## src/rtl/dpwm_pkg.sv

```systemverilog
// Shared constants and types for the discontinuous PWM level modulator.
package dpwm_pkg;
    // Number of phases handled by the modulator.
    localparam int NPH = 3;

    // Direction of the discontinuous offset: push the top phase to 1 or the
    // bottom phase to 0.
    typedef enum logic {
        OFS_UP   = 1'b0,
        OFS_DOWN = 1'b1
    } ofs_dir_t;
endpackage

```

## src/rtl/dpwm_tri_carrier.sv

```systemverilog
// Symmetric triangle carrier over the nominal range.
// Counts 0 .. 2^FRAC_W-1 up, then 2^FRAC_W-1 .. 0 down, each end value held
// for one extra step, so a full period is 2*2^FRAC_W steps. A step happens
// every div+1 clocks. The valley strobe marks the step that leaves the last
// 0 of the down ramp; reset places the counter just before such a step.
// Assumes div is changed only at a valley if exact periods are wanted.
module dpwm_tri_carrier #(
    parameter int FRAC_W = 6,
    parameter int DIV_W  = 8
) (
    input  logic              clk,
    input  logic              rst_n,
    input  logic [DIV_W-1:0]  div_i,
    output logic [FRAC_W-1:0] cnt_o,
    output logic              valley_o,
    output logic              sync_o
);
    localparam logic [FRAC_W-1:0] CNT_TOP = '1;

    logic [DIV_W-1:0]  pre_q;
    logic [FRAC_W-1:0] cnt_q;
    logic              rising_q;
    logic              step;

    assign step     = (pre_q >= div_i);
    assign valley_o = step && !rising_q && (cnt_q == '0);
    assign cnt_o    = cnt_q;

    // Prescaler: counts clocks between carrier steps.
    always_ff @(posedge clk) begin
        if (!rst_n)    pre_q <= '0;
        else if (step) pre_q <= '0;
        else           pre_q <= pre_q + 1'b1;
    end

    // Triangle counter with direction flag; end values are repeated once.
    always_ff @(posedge clk) begin
        if (!rst_n) begin
            cnt_q    <= '0;
            rising_q <= 1'b0;
        end else if (step) begin
            if (rising_q) begin
                if (cnt_q == CNT_TOP) rising_q <= 1'b0;
                else                  cnt_q    <= cnt_q + 1'b1;
            end else begin
                if (cnt_q == '0) rising_q <= 1'b1;
                else             cnt_q    <= cnt_q - 1'b1;
            end
        end
    end

    // Period-start pulse: one clock after each valley step.
    always_ff @(posedge clk) begin
        if (!rst_n) sync_o <= 1'b0;
        else        sync_o <= valley_o;
    end
endmodule

```

## src/rtl/dpwm_level_split.sv

```systemverilog
// Splits one phase reference into its lower level and nominal signal.
// The lower level is the integer part, capped at N_LEVELS-2 so that the
// upper level stays valid; the nominal signal is the remainder, 0..2^FRAC_W.
// Assumes the reference does not exceed (N_LEVELS-1)*2^FRAC_W.
module dpwm_level_split #(
    parameter int N_LEVELS = 3,
    parameter int FRAC_W   = 6,
    parameter int LVL_W    = 2,
    parameter int REF_W    = 8
) (
    input  logic [REF_W-1:0]  ref_i,
    output logic [LVL_W-1:0]  lo_o,
    output logic [FRAC_W:0]   xi_o
);
    localparam logic [LVL_W-1:0] TOP_LVL = LVL_W'(N_LEVELS - 1);
    localparam logic [LVL_W-1:0] CAP_LVL = LVL_W'(N_LEVELS - 2);

    logic [LVL_W-1:0] intp;
    logic [REF_W-1:0] base;
    logic [REF_W-1:0] diff;

    // Integer part, capped below the top level, and the remainder.
    always_comb begin
        intp = ref_i[REF_W-1:FRAC_W];
        lo_o = (intp >= TOP_LVL) ? CAP_LVL : intp;
        base = {lo_o, {FRAC_W{1'b0}}};
        diff = ref_i - base;
        xi_o = diff[FRAC_W:0];
    end
endmodule

```

## src/rtl/dpwm_rank3.sv

```systemverilog
// Ranks the three nominal signals. Produces the largest and smallest values
// and one-hot markers for the largest and middle phases. On equal values the
// lower phase index ranks higher, so exactly one phase holds each rank.
module dpwm_rank3 #(
    parameter int XW = 7
) (
    input  logic [XW-1:0]              xi_i [dpwm_pkg::NPH],
    output logic [XW-1:0]              vmax_o,
    output logic [XW-1:0]              vmin_o,
    output logic [dpwm_pkg::NPH-1:0]   oh_max_o,
    output logic [dpwm_pkg::NPH-1:0]   oh_mid_o
);
    import dpwm_pkg::*;

    logic [1:0] rank [NPH];

    // Rank of each phase: number of phases that beat it.
    always_comb begin
        for (int i = 0; i < NPH; i++) begin
            rank[i] = 2'd0;
            for (int j = 0; j < NPH; j++) begin
                if (j != i) begin
                    if ((xi_i[j] > xi_i[i]) || ((xi_i[j] == xi_i[i]) && (j < i)))
                        rank[i] = rank[i] + 2'd1;
                end
            end
        end
    end

    // Select extreme values and rank markers from the ranks.
    always_comb begin
        vmax_o   = '0;
        vmin_o   = '0;
        oh_max_o = '0;
        oh_mid_o = '0;
        for (int i = 0; i < NPH; i++) begin
            if (rank[i] == 2'd0) begin
                vmax_o      = xi_i[i];
                oh_max_o[i] = 1'b1;
            end
            if (rank[i] == 2'd1) oh_mid_o[i] = 1'b1;
            if (rank[i] == 2'd2) vmin_o = xi_i[i];
        end
    end
endmodule

```

## src/rtl/dpwm_offset_pick.sv

```systemverilog
// Chooses the discontinuous offset from the two zero-state dwell times.
// K1 = 2^FRAC_W - max, K4 = min. The smaller dwell is removed; on a tie the
// choice keeps the resulting common mode nearer the dc midpoint H.
module dpwm_offset_pick #(
    parameter int N_LEVELS = 3,
    parameter int FRAC_W   = 6,
    parameter int REF_W    = 8
) (
    input  logic [FRAC_W:0]          vmax_i,
    input  logic [FRAC_W:0]          vmin_i,
    input  logic [REF_W-1:0]         cm_i,
    output logic signed [FRAC_W+1:0] ofs_o
);
    import dpwm_pkg::*;

    localparam int SW = REF_W + 3;
    localparam logic signed [SW-1:0] ONE_S  = SW'(1 << FRAC_W);
    localparam logic signed [SW-1:0] HALF_S = SW'(((N_LEVELS - 1) * (1 << FRAC_W)) / 2);

    logic signed [SW-1:0] k1, k4, cm_s, d1, d4, pick;
    ofs_dir_t             dir;

    function automatic logic signed [SW-1:0] mag(input logic signed [SW-1:0] v);
        return (v < 0) ? -v : v;
    endfunction

    // Dwell times, midpoint distances and the resulting choice.
    always_comb begin
        k1   = ONE_S - $signed(SW'(vmax_i));
        k4   = $signed(SW'(vmin_i));
        cm_s = $signed(SW'(cm_i));
        d1   = mag(cm_s + k1 - HALF_S);
        d4   = mag(mag(cm_s - k4) - HALF_S);
        if (k1 < k4)      dir = OFS_UP;
        else if (k4 < k1) dir = OFS_DOWN;
        else if (d1 < d4) dir = OFS_UP;
        else              dir = OFS_DOWN;
        pick  = (dir == OFS_UP) ? k1 : -k4;
        ofs_o = pick[FRAC_W+1:0];
    end
endmodule

```

## src/rtl/dpwm_level_mod.sv

```systemverilog
// Top of the discontinuous multilevel PWM level modulator.
// Decomposes three references into lower level and nominal signal, ranks the
// nominal signals, adds the discontinuous offset, latches the result at each
// carrier valley and compares it with the shared triangle to command L or L+1.
// Assumes references and cm_ref lie in 0..(N_LEVELS-1)*2^FRAC_W, N_LEVELS >= 2,
// FRAC_W >= 1.
module dpwm_level_mod #(
    parameter  int N_LEVELS = 3,
    parameter  int FRAC_W   = 6,
    parameter  int DIV_W    = 8,
    localparam int LVL_W    = $clog2(N_LEVELS),
    localparam int REF_W    = LVL_W + FRAC_W
) (
    input  logic             clk,
    input  logic             rst_n,
    input  logic [DIV_W-1:0] carrier_div,
    input  logic [REF_W-1:0] ref_a,
    input  logic [REF_W-1:0] ref_b,
    input  logic [REF_W-1:0] ref_c,
    input  logic [REF_W-1:0] cm_ref,
    output logic [LVL_W-1:0] lvl_a,
    output logic [LVL_W-1:0] lvl_b,
    output logic [LVL_W-1:0] lvl_c,
    output logic [2:0]       max_onehot,
    output logic [2:0]       mid_onehot,
    output logic             period_start
);
    import dpwm_pkg::*;

    localparam int XW = FRAC_W + 1;

    logic [REF_W-1:0]         ref_v [NPH];
    logic [LVL_W-1:0]         lo_w  [NPH];
    logic [XW-1:0]            xi_w  [NPH];
    logic [XW-1:0]            shf_w [NPH];
    logic [LVL_W-1:0]         lo_q  [NPH];
    logic [XW-1:0]            shf_q [NPH];
    logic [LVL_W-1:0]         lvl_w [NPH];
    logic [XW-1:0]            vmax, vmin;
    logic [NPH-1:0]           oh_max_w, oh_mid_w;
    logic [NPH-1:0]           max_q, mid_q;
    logic signed [FRAC_W+1:0] ofs;
    logic [FRAC_W-1:0]        carrier_q;
    logic                     valley;

    assign ref_v[0] = ref_a;
    assign ref_v[1] = ref_b;
    assign ref_v[2] = ref_c;

    dpwm_tri_carrier #(.FRAC_W(FRAC_W), .DIV_W(DIV_W)) u_carrier (
        .clk      (clk),
        .rst_n    (rst_n),
        .div_i    (carrier_div),
        .cnt_o    (carrier_q),
        .valley_o (valley),
        .sync_o   (period_start)
    );

    dpwm_rank3 #(.XW(XW)) u_rank (
        .xi_i     (xi_w),
        .vmax_o   (vmax),
        .vmin_o   (vmin),
        .oh_max_o (oh_max_w),
        .oh_mid_o (oh_mid_w)
    );

    dpwm_offset_pick #(.N_LEVELS(N_LEVELS), .FRAC_W(FRAC_W), .REF_W(REF_W)) u_ofs (
        .vmax_i (vmax),
        .vmin_i (vmin),
        .cm_i   (cm_ref),
        .ofs_o  (ofs)
    );

    for (genvar p = 0; p < NPH; p++) begin : g_phase
        logic signed [FRAC_W+2:0] sum;

        dpwm_level_split #(
            .N_LEVELS (N_LEVELS),
            .FRAC_W   (FRAC_W),
            .LVL_W    (LVL_W),
            .REF_W    (REF_W)
        ) u_split (
            .ref_i (ref_v[p]),
            .lo_o  (lo_w[p]),
            .xi_o  (xi_w[p])
        );

        // Shifted nominal signal; the offset range keeps it in 0..2^FRAC_W.
        always_comb begin
            sum      = $signed({2'b00, xi_w[p]}) + $signed({ofs[FRAC_W+1], ofs});
            shf_w[p] = sum[FRAC_W:0];
        end

        // Hold the phase state from one valley to the next.
        always_ff @(posedge clk) begin
            if (!rst_n) begin
                lo_q[p]  <= '0;
                shf_q[p] <= '0;
            end else if (valley) begin
                lo_q[p]  <= lo_w[p];
                shf_q[p] <= shf_w[p];
            end
        end

        // Level command: upper level while the signal is above the carrier.
        always_comb begin
            lvl_w[p] = lo_q[p] + LVL_W'(shf_q[p] > {1'b0, carrier_q});
        end
    end

    // Hold the rank markers from one valley to the next.
    always_ff @(posedge clk) begin
        if (!rst_n) begin
            max_q <= '0;
            mid_q <= '0;
        end else if (valley) begin
            max_q <= oh_max_w;
            mid_q <= oh_mid_w;
        end
    end

    assign lvl_a      = lvl_w[0];
    assign lvl_b      = lvl_w[1];
    assign lvl_c      = lvl_w[2];
    assign max_onehot = max_q;
    assign mid_onehot = mid_q;
endmodule

```

## config.mk

```make
export PLATFORM = sky130hd
export DESIGN_NAME = dpwm_level_mod
export DESIGN_NICKNAME = d
export VERILOG_FILES = /design/src/rtl/dpwm_pkg.sv /design/src/rtl/dpwm_tri_carrier.sv /design/src/rtl/dpwm_level_split.sv /design/src/rtl/dpwm_rank3.sv /design/src/rtl/dpwm_offset_pick.sv /design/src/rtl/dpwm_level_mod.sv
export SDC_FILE = /design/constraint.sdc
export NUM_CORES = 1
export LEC_CHECK = 0
export ABC_AREA = 0
export CAP_MARGIN = 20
export CORE_MARGIN = 3
export CORE_UTILIZATION = 60
export CTS_CLUSTER_SIZE = 30
export DETAILED_ROUTE_END_ITERATION = 8
export DONT_BUFFER_PORTS = 1
export PLACE_DENSITY = 0.75
export SLEW_MARGIN = 40
export SYNTH_ARGS = -nofsm -noshare
export SYNTH_HDL_FRONTEND = slang
export SYNTH_SLANG_ARGS = --single-unit
```

## constraint.sdc

```tcl
create_clock -name clk -period 11.32 [get_ports clk]
set_input_delay 0.566 -clock clk [delete_from_list [all_inputs] [get_ports clk]]
set_output_delay 0.566 -clock clk [all_outputs]
set_load 0.02 [all_outputs]
```

# --- Yosys cells after proc, flatten, opt, wreduce, memory -nomap -nowiden ---
# Memories as Yosys holds them, arrays and structs flattened.
# Cells that the tools add are included.
classes:
  add_sub_neg: 24
  order_cmp: 19
  eq_ne: 12
  muxes: 44
  n_bitwise: 7
  reduce_logical: 12
op_table:
  columns: ["operator", "count"]
  rows:
  - ["7-bit two-way mux", 10]
  - ["7-bit > comparator", 6]
  - ["11-bit two-way mux", 3]
  - ["11-bit by 1-bit < comparator with 1-bit output (second input constant)", 2]
  - ["11-bit negation", 2]
  - ["11-bit by 8-bit subtractor with 11-bit output (second input constant)", 2]
  - ["7-bit adder", 3]
  - ["7-bit equality test", 3]
  - ["7-bit by 6-bit > comparator with 1-bit output", 3]
  - ["7-bit subtractor", 3]
  - ["1-bit two-way mux", 19]
  - ["2-bit two-way mux", 9]
  - ["6-bit two-way mux", 3]
  - ["8-bit < comparator", 2]
  - ["11-bit < comparator", 1]
  - ["9-bit negation with 11-bit output", 1]
  - ["9-bit by 8-bit adder with 10-bit output", 1]
  - ["9-bit by 1-bit < comparator with 1-bit output (second input constant)", 1]
  - ["8-bit by 7-bit subtractor with 9-bit output", 1]
  - ["8-bit by 1-bit adder with 8-bit output (second input constant)", 1]
  - ["8-bit >= comparator", 1]
  - ["7-bit by 7-bit subtractor with 8-bit output (first input constant)", 1]
  - ["7-bit negation", 1]
  - ["2-bit by 1-bit adder with 2-bit output", 3]
  - ["other kinds (18)", 36]
word_totals:
  register_bits: 22
  mem_bits_rw: 27
  in_bits: 42
  out_inout_bits: 13
  wordCells: 126
  mem_count: 2
memory_table:
  columns: ["name", "depth", "width", "rd", "rd_ports_with_merged_regs", "write_ports", "line", "rtl"]
  rows:
  - ["shf_q", 3, 7, 3, 0, 3, "dpwm_level_mod.sv:37", "logic [XW-1:0] shf_q [NPH];"]
  - ["lo_q", 3, 2, 3, 0, 3, "dpwm_level_mod.sv:36", "logic [LVL_W-1:0] lo_q [NPH];"]

# --- Logic depth before layout (Yosys ltp) ---
# Gate-level depths: netlist of the first run.
depth:
  depth_word: 24
  ltp_mapped: 52
  mapped_depth_nobuf: 50

# --- Cells and area by module ---
# Synthesis of the first run repeated with hierarchy kept, for this count alone.
hier_totals:
  cells_unflattened: 814
  hier_area_um2: 6831.6
by_module_without_submodules:
  columns: ["mod", "n_inst", "cells_each", "area_per_inst_um2", "seq_area_each_um2"]
  rows:
  - ["dpwm_level_mod", 1, 242, 2528.7, 930.9]
  - ["dpwm_offset_pick", 1, 291, 2099.5, 0.0]
  - ["dpwm_tri_carrier", 1, 118, 1043.5, 320.3]
  - ["dpwm_rank3", 1, 133, 953.4, 0.0]
  - ["dpwm_level_split", 3, 10, 68.8, 0.0]

# --- Least setup slack after synthesis of the first run ---
# Ideal clock, no wire load.
synth_path:
  path_kind: "input to register"
  start: "in ref_c[1]"
  end: "mem shf_q[1][6], data pin"
  setup_time_ps: 267
  t_arrival_ps: 8817
  required_ps: 11053
  slack_ps: 2237
  cell_stages: 47
  n_path_buf: 3
  cell_sequence: "inv_1 -> ha_1 -> nor2b_1 -> o21a_1 -> o21a_1 -> o21a_1 -> o21a_1 -> o21ai_0 -> nor2b_1 -> inv_1 -> nor2_1 -> ha_1 -> buf_2 -> a22o_1 -> and2_1 -> inv_2 -> or4_1 -> xor2_1 -> (+11 left out) -> ha_1 -> a21o_1 -> a21oi_1 -> o21ai_0 -> o32ai_1 -> or2_1 -> clkbuf_1 -> nand2_1 -> o21ai_1 -> ha_1 -> fa_1 -> a21o_1 -> a21o_1 -> a21o_1 -> a21oi_1 -> xnor2_1 -> and3_1 -> nor3_2"
synth_rtl:
  columns: ["element", "line", "rtl"]
  rows:
  - ["start, declared", "dpwm_level_mod.sv:19", "input logic [REF_W-1:0] ref_c,"]
  - ["end, declared", "dpwm_level_mod.sv:37", null]

==> results of run 1 <==
[metal layers]
metal  up-vias  GRT usage (%)
met5         -              0
met4         0           5.16
met3        27           5.34
met2       212           40.6
met1      2514           36.7
li1       2696              -
[worst paths after layout]
check,startpoint,end,slack (ns),cells after the start
max,ref_c[1],shf_q[2][6],1.37,41
min,rst_n,u_carrier.cnt_o[5],0.39,1
max reg2reg,u_carrier.pre_q[0],shf_q[2][2],8.53,11
min reg2reg,u_carrier.pre_q[0],u_carrier.pre_q[0],0.49,1
[registers in the layout, summed over array words and instances (netlist names)]
signal / flops
shf_q: 21
u_carrier.pre_q: 8
lo_q: 6
u_carrier.cnt_o: 6
max_onehot: 3
mid_onehot: 3
u_carrier.rising_q: 1
u_carrier.sync_o: 1
[cell usage after synthesis, types with 6 or more instances]
master      n  area [µm²]
o21ai_1    17        85.1
xnor2_1    43         377
nand4_1     8        50.1
nor3_1     11        55.1
a21o_1     29         218
o21ai_0    20         100
mux2i_1    13         130
nand3b_1    8        60.1
o21bai_1    6        45.0
ha_1      119        1490
o21a_1     18         135
edfxtp_1   27         811
o211ai_1    7        52.6
clkbuf_1    8        30.0
a21oi_1    48         240
a211oi_1    7        52.6
dfxtp_1    22         440
and3_1     13        81.3
nor2_1     62         233
xor2_1     24         210
fa_1        6         120
nand2_1    31         116
and2_1      7        43.8
nand3_1    21         105
nor2b_1    26         163
inv_1      61         229
nand2b_1   16         100
[layout make-up]
cell class              count  area (µm²)
clock inverters             3        43.8
multi-input cells         628        4890
inverters                  66         248
clock buffers               5        68.8
well taps                 136         170
fillers                   877        3680
repair buffers              2        15.0
flip-flops and latches     49        1250
[per-stage QoR]
stage / setup WS, ns / total power [µW] / utilization [%]
6_report: 1.37 / 1360 / 64.5
5_1_grt: 0.673 / 1500 / 64.5
4_1_cts: 1.36 / 1350 / 64.5
3_5_place_dp: 1.08 / 1220 / 63.4
3_3_place_gp: 1.26 / 1180 / 63.4
2_1_floorplan: 2.24 / 1040 / -
[kinds of logic (layout without fill, tap and decap cells)]
family                     Yosys count  after routing  share of synthesized area [%]
and+or+nand+nor                    222            222                           18.1
AOI/OAI and AO/OA                  190            190                           20.5
adders and majority gates          127            127                           25.3
buffers and inverters               81             76                           5.04
xor gates and xnor gates            67             67                           9.10
DFF                                 49             49                           19.4
muxes                               16             16                           2.54
other                                2              6                          0.116
[layout by cell type (no fill, tap or decap), types with 15 or more instances in the layout]
cell type / Yosys / final
nand2b_1: 16 / 15
inv_1: 61 / 61
a21o_1: 29 / 29
o21a_1: 18 / 18
nor2b_1: 26 / 26
nor2_1: 62 / 62
xnor2_1: 43 / 43
edfxtp_1: 27 / 27
a21oi_1: 48 / 48
ha_1: 119 / 119
dfxtp_1: 22 / 22
o21ai_1: 17 / 17
nand3_1: 21 / 21
nand2_1: 31 / 31
o21ai_0: 20 / 20
xor2_1: 24 / 24
[worst register-to-register path: stages, from the launching register on]
cell and delay [ns]:
dfxtp_1 0.40, inv_1 0.07, ha_1 0.26, nand2b_1 0.14
a21o_1 0.17, a21o_1 0.17, a21oi_1 0.14, o211a_2 0.27
nor2b_1 0.07, buf_4 0.19, nand2_1 0.51, nor2_1 0.13
[where the power goes]
part	switching [µW]	internal (µW)	total (µW)	leakage [µW]
clock network	58.5	66.2	125	0.0000585
registers	3.04	193	196	0.000455
logic	583	454	1040	0.00251
==> flow_summary.toml, run 1 <==
[place]
dpl_cell_area_um2 = 6570
dp.cells = 881
hpwl_mm = 12.8
placement.io_buffers = 0
globalplace.congestion = 0.975

[pwr]
p_leak_uw = 0.00302
powerDensity_nw_per_um2 = 203
ir_worst_vdd_uv = 102

[drt]
postRouteWirelength_mm = 15.2
wl_per_cell_um = 17.1
wl_met3_mm = 1.42
num_vias = 5449
drt_iter0_drc = 292
dr.max_layer_used = "met4"
wl_met1_mm = 6.81
firstDrtPassIters = 5
ant_nets = 0
met2WireLength_mm = 6.75
vias_per_cell = 6.13
drcViolationCount = 0

[floorplanning]
coreArea_um2 = 10400
start_util_pct = 62.2
std_cell_rows = 37
die_h_um = 110
die_w_um = 110
io_pins = 55
die-area_um2 = 12000

[logic_synthesis]
syn-cell-area_um2 = 6450
yosysSeqAreaShare_pct = 19.4
yosysWarnings = 0
synth.distinct_cells = 73
ys_ff_latch = 49
syn_inst = 754
synth_enable_flop_cells = 27
ys.flop_type = "edfxtp_1"
avgSynthCellArea_um2 = 8.55
synthArstFlopShare_pct = 0

[cts]
clk_pin_slew_worst_paths_ns = 0.09
clock_latency_ns = 0.30
cts_max_path_buffers = 2
clock_sinks = 49
cts_hold_buf = 0
post_cts.repair.setup_buffers = 0
cts_buffers = 5
htreeDepth = 2
ctsResizeCount = 0
root_buffer = "clkbuf_8"
cts_tree = "built"

[min_path]
hp-class = "in -> reg"

[sta]
finalSetupViolations = 0
relSlewSlack_pct = 51.6
hold_ws_ns = 0.387
maxSlewViolCount = 0
hold_violations = 0
finClkSkew_ns = 0.00905
fmax_ghz = 0.100
rsz0062_at_grt = "no"
fin_crit_sh_pct = 87.9
tightest_slew_ns = 0.726
period_needed_ns = 9.95
tns_ns = 0

[critical_path]
critPathTopFamily = "compound AO/OA/AOI/OAI gates"
slowest_delay_ns = 0.51
cpMaxStageDelayCell = "mux2_1"
crit_required_ns = 11.36
path_max_fanout = 16
start_kind = "input pin"
path_buf_inv = 3
worstPathArrival_ns = 9.99
endpoint_kind = "flip-flop"
path_class = "in -> reg"

[global_route]
overflow = 0
grt_max_degree = 28
antenna_found_initial = 0
first_global_vias = 5220
track_usage_pct = 25.8
grt_pass1_wl_mm = 25.0

[final_layout]
insertedDiodeCount = 0
final_area_um2 = 6690
area_delta_synth_final_pct = 3.69
layout.nets = 919
drive_gt1_share_pct = 4.91
layout.cells.non_filler = 889

[flow_run]
cap_viol_max_count = 0

[outcome]
status = "complete, no violations"
Power figures use the tool's default switching activity.
==> inputs of run 2 (changes only) <==
--- a/config.mk
+++ b/config.mk
@@ -5,7 +5,7 @@
 export SDC_FILE = /design/constraint.sdc
 export NUM_CORES = 1
 export LEC_CHECK = 0
-export ABC_AREA = 0
+export ABC_AREA = 1
 export CAP_MARGIN = 20
 export CORE_MARGIN = 3
 export CORE_UTILIZATION = 60
==> flow_summary.toml, run 2 <==
[outcome]
status = "complete, no violations"

[final_layout]
final_area_um2 = 6660
final_cell_mix = "159 x nand2_1, 139 x inv_1, 119 x ha_1"
regMostFlops = "shf_q"
layout.nets = 1046
drive_gt1_share_pct = 5.91
reg_top3 = "shf_q x21, u_carrier.pre_q x8"
largest_reg_flops = 21
insertedDiodeCount = 0
area_delta_synth_final_pct = 3.76
final_common_cell = "nand2_1"

[logic_synthesis]
yosysMostFrequentCell = "nand2_1"
yosysWarnings = 0
yosysSeqAreaShare_pct = 19.5
synthArstFlopShare_pct = 0
yosys.area.top_type = "ha_1"
synth_enable_flop_cells = 27
syn-cell-area_um2 = 6420
synthDominantCellAreaShare_pct = 23.2
synth.distinct_cells = 49
avgSynthCellArea_um2 = 7.33
synth_common_cells = "160 x nand2_1, 139 x inv_1, 119 x ha_1"
ys_ff_latch = 49
syn_inst = 876
ys.flop_type = "edfxtp_1"
synthTopCellsByArea = "ha_1 23%, edfxtp_1 13%, nand2_1 9.4%"

[cts]
ctsResizeCount = 0
clock_sinks = 49
cts_buffers = 5
root_buffer = "clkbuf_8"
cts_hold_buf = 0
clock_latency_ns = 0.30
post_cts.repair.setup_buffers = 0
cts_max_path_buffers = 2
cts_tree = "built"
htreeDepth = 2
clk_pin_slew_worst_paths_ns = 0.09

[min_path]
hp-class = "in -> reg"
worstHoldEndpoint = "u_carrier.cnt_o[2]"
min_path_cells = 2
hp-start = "rst_n"

[drt]
vias_per_cell = 5.56
drcViolationCount = 0
drt_iter0_drc = 405
wl_per_cell_um = 14.6
ant_nets = 0
postRouteWirelength_mm = 14.9
num_vias = 5653
firstDrtPassIters = 5

[critical_path]
r2r_cells = 9
r2r-end = "shf_q[1][2]"
r2r_setup_slack_ns = 8.23
startpoint = "ref_a[7]"
path_max_fanout = 14
regToRegStartpoint = "u_carrier.pre_q[7]"
path_common_cell = "nand2_1"
start_kind = "input pin"
endpoint_kind = "flip-flop"
path_class = "in -> reg"
slowest_delay_ns = 0.52
worstPathArrival_ns = 8.78
cpMaxStageDelayCell = "ha_1"
crit_required_ns = 11.38

[global_route]
track_usage_pct = 25.6
first_global_vias = 5459
grt_max_degree = 28
antenna_found_initial = 0
overflow = 0
grt_pass1_wl_mm = 24.7

[pwr]
powerDensity_nw_per_um2 = 213
fin_total_pwr_uw = 1420
ir_worst_vdd_uv = 156
p_leak_uw = 0.00341

[sta]
hold_violations = 0
maxSlewViolCount = 0
relSlewSlack_pct = 47.3
finalSetupViolations = 0
fin_crit_sh_pct = 77.0
period_needed_ns = 8.72
finClkSkew_ns = 0.0104
fmax_ghz = 0.115
tns_ns = 0
tightest_slew_ns = 0.790
rsz0062_at_grt = "no"

[floorplanning]
std_cell_rows = 37
start_util_pct = 61.9
die_h_um = 109
coreArea_um2 = 10400
die_w_um = 109
die-area_um2 = 12000
io_pins = 55

[place]
dpl_cell_area_um2 = 6560
globalplace.congestion = 0.888
placement.io_buffers = 0
hpwl_mm = 12.7

[flow_run]
cap_viol_max_count = 0
[run 2: changes by cell type after synthesis, moves of 17 or more]
cell	before	now
nand2_1	31	160
inv_1	61	139
xnor2_1	43	12
a21o_1	29	2
nor2b_1	26	0
a21oi_1	48	71
nor2_1	62	84
nand3_1	21	41
xor2_1	24	41
[run 2: worst max path at each step]
stage          slack [ns]  cells past startpoint           to
5_1_grt              1.80                     53  shf_q[0][6]
4_1_cts              2.64                     53  shf_q[0][6]
3_5_place_dp         2.36                     53  shf_q[0][6]
2_1_floorplan        3.69                     51  shf_q[1][6]
3_3_place_gp         2.58                     53  shf_q[1][6]
6_report             2.60                     53  shf_q[0][6]
[run 2: kinds of logic after synthesis]
| kind of cell | Yosys count | share of synthesized area [%] |
|---|---|---|
| AOI/OAI and AO/OA | 148 | 13.6 |
| xor gates and xnor gates | 55 | 8.09 |
| DFF | 49 | 19.5 |
| other | 2 | 0.117 |
| buffers and inverters | 151 | 9.10 |
| adders and majority gates | 125 | 25.1 |
| and+or+nand+nor | 346 | 24.5 |
[run 2: power by group]
part           internal, µW  switching (µW)
sequential              194            3.13
combinational           430             678
clock                  56.4            56.9
total                   680             738
[run 2: cell type report]
type / count / area, µm²
fillers: 943 / 3710
multi-input cells: 680 / 4600
clock inverters: 1 / 3.75
inverters: 143 / 537
well taps: 136 / 170
flip-flops and latches: 49 / 1250
clock buffers: 7 / 97.6
[run 2: through the flow]
step | worst slack (ns) | hold WS, ns | utilization (%) | cells
2_1_floorplan | 3.69 | 0.430 | - | 880
3_3_place_gp | 2.58 | 0.446 | 63.2 | 1008
3_5_place_dp | 2.36 | 0.454 | 63.3 | 1008
4_1_cts | 2.64 | 0.383 | 64.2 | 1016
5_1_grt | 1.80 | 0.385 | 64.2 | 1016
6_report | 2.60 | 0.391 | 64.2 | 1016
[run 2: routing by layer]
metal  share of wire (%)  up-vias  track usage [%]
met1                  44     2545             32.1
met4                 2.6        0             8.19
met5                   0        -                0
met2                  47      181             44.8
li1                    -     2890                -
met3                 6.7       37             3.99
[run 2: critical path: cells and delay by family]
kind | cells | cell delay [ns]
AOI/OAI and AO/OA | 8 | 1.49
xor gates and xnor gates | 4 | 0.90
adders and majority gates | 8 | 2.60
buffers and inverters | 5 | 0.36
and+or+nand+nor | 28 | 2.81
==> inputs of run 3 (changes only) <==
--- a/config.mk
+++ b/config.mk
@@ -12,7 +12,7 @@
 export CTS_CLUSTER_SIZE = 30
 export DETAILED_ROUTE_END_ITERATION = 8
 export DONT_BUFFER_PORTS = 1
-export PLACE_DENSITY = 0.75
+export PLACE_DENSITY = 0.78
 export SLEW_MARGIN = 40
 export SYNTH_ARGS = -nofsm -noshare
 export SYNTH_HDL_FRONTEND = slang
==> constraint.sdc (replaced) <==
create_clock -name clk -period 7.2 [get_ports clk]
set_input_delay 0.36 -clock clk [delete_from_list [all_inputs] [get_ports clk]]
set_output_delay 0.36 -clock clk [all_outputs]
set_load 0.02 [all_outputs]
==> flow_summary.toml, run 3 (same netlist as run 2, synthesis figures left out) <==
[final_layout]
regMostFlops = "shf_q"
insertedDiodeCount = 0
layout.nets = 1201
drive_gt1_share_pct = 31.6
final_area_um2 = 8610
final_cell_mix = "143 x buf_4, 140 x nand2_1, 129 x inv_1"
largest_reg_flops = 21
reg_top3 = "shf_q x21, u_carrier.pre_q x8"
final_common_cell = "buf_4"
area_delta_synth_final_pct = 34.2
fill_cells = 608

[flow_run]
cap_viol_max_count = 0

[critical_path]
path_class = "in -> reg"
crit_required_ns = 7.26
path_max_fanout = 7
crit_path_end = "shf_q[2][6]"
slowest_delay_ns = 0.31
start_kind = "input pin"
path_buf_inv = 10
endpoint_kind = "flip-flop"
regToRegStartpoint = "u_carrier.pre_q[3]"
r2r-end = "shf_q[1][2]"
startpoint = "ref_b[6]"
r2r_cells = 9
cp.depth = 56
critPathTopFamily = "simple AND/OR/NAND/NOR gates"
r2r_setup_slack_ns = 4.12
worstPathArrival_ns = 7.70
cpMaxStageDelayCell = "ha_4"

[min_path]
hp-class = "in -> reg"
min_path_cells = 2

[sta]
tightest_slew_ns = 0.794
relSlewSlack_pct = 47.0
finalSetupViolations = 12
fmax_ghz = 0.131
fin_ws_ns = -0.437
fin_crit_sh_pct = 106
finClkSkew_ns = 0.0134
hold_violations = 0
period_needed_ns = 7.64
rsz0062_at_grt = "yes"
maxSlewViolCount = 0

[drt]
postRouteWirelength_mm = 20.5
drcViolationCount = 0
wl_per_cell_um = 17.5
firstDrtPassIters = 7
drt_iter0_drc = 624
num_vias = 6838
vias_per_cell = 5.84
ant_nets = 0

[cts]
clock_latency_ns = 0.31
cts_hold_buf = 0
cts_tree = "built"
cts_max_path_buffers = 2
htreeDepth = 2
clock_sinks = 49
clk_pin_slew_worst_paths_ns = 0.10
cts_buffers = 5
root_buffer = "clkbuf_8"

[place]
place_ws_ns = -0.782
globalplace.congestion = 0.940
placement.io_buffers = 0
dpl_cell_area_um2 = 7540
hpwl_mm = 14.1

[floorplanning]
std_cell_rows = 37
die-area_um2 = 12000
die_h_um = 109
coreArea_um2 = 10400
start_util_pct = 61.9
die_w_um = 109
io_pins = 55

[global_route]
overflow = 0
grt_max_degree = 28
antenna_found_initial = 0
track_usage_pct = 30.1
first_global_vias = 6479
grt_pass1_wl_mm = 29.1

[pwr]
powerDensity_nw_per_um2 = 394
ir_worst_vdd_uv = 335
p_leak_uw = 0.00423

[outcome]
status = "complete, but fails checks"
violations = "setup timing"
-- run 3: cell types whose count changed in the layout (fill, tap and decap cells not counted), sizes merged --
| cell | delta |
|---|---|
| buf | +154 |
| clkbuf | +1 |
| clkinv | -1 |
| nand2 | +1 |
-- run 3: per-stage QoR --
stage	util [%]	total power, µW	setup TNS [ns]	hold WS [ns]	std cells
finish	83.1	3390	-2.42	0.184	1171
global route	83.1	3660	-7.16	0.177	1171
CTS	77.1	2850	-0.0322	0.176	1156
detailed placement	72.7	2510	-7.75	0.456	1131
global placement	72.7	2410	-3.83	0.444	1131
floorplan	-	1740	0	0.430	880
-- run 3: cell type report --
class                      instances  area [µm²]  area share [%]
inverter                         143         544            6.32
timing repair buffer             154        1210            14.1
multi-input combinational        681        5320            61.8
tap                              136         170            1.98
clock buffer                       8         111            1.29
sequential                        49        1250            14.5
-- run 3: worst reg2reg max path: cells and delay by family, from the launching register on --
kind,cells,cell delay (ns)
adder cells (fa/ha/maj),1,0.29
AND/OR/NAND/NOR,5,1.38
AO/OA/AOI/OAI,2,0.41
flip-flops,1,0.34
buffers and inverters,1,0.46
-- run 3: how the worst min path moves through the flow --
stage,startpoint,end
floorplan,u_carrier.pre_q[0],u_carrier.pre_q[0]
global placement,u_carrier.pre_q[0],u_carrier.pre_q[0]
detailed placement,u_carrier.pre_q[0],u_carrier.pre_q[0]
CTS,rst_n,u_carrier.cnt_o[0]
global route,rst_n,u_carrier.cnt_o[1]
finish,rst_n,u_carrier.cnt_o[0]
-- run 3: repair_timing --
item / CTS / global route
pin swaps: 53 / 64
buffers inserted: 17 / 14
cloned: 0 / 1
gates resized for setup: 56 / 96
hold endpoints to repair: 0 / 0
endpoints found under the setup margin: 12 / 17
-- run 3: where the power goes --
| group | internal, µW | switching [µW] |
|---|---|---|
| combinational | 1350 | 1540 |
| sequential | 304 | 5.02 |
| clock | 99.4 | 91.1 |
| total | 1760 | 1640 |
-- run 3: layer usage --
layer / GRT usage [%] / vias up / wire, µm
met4: 11.2 / 0 / 914
met1: 35.3 / 3183 / 7800
met3: 4.40 / 110 / 1540
met5: 0 / - / 0
li1: - / 3197 / -
met2: 55.1 / 348 / 10200
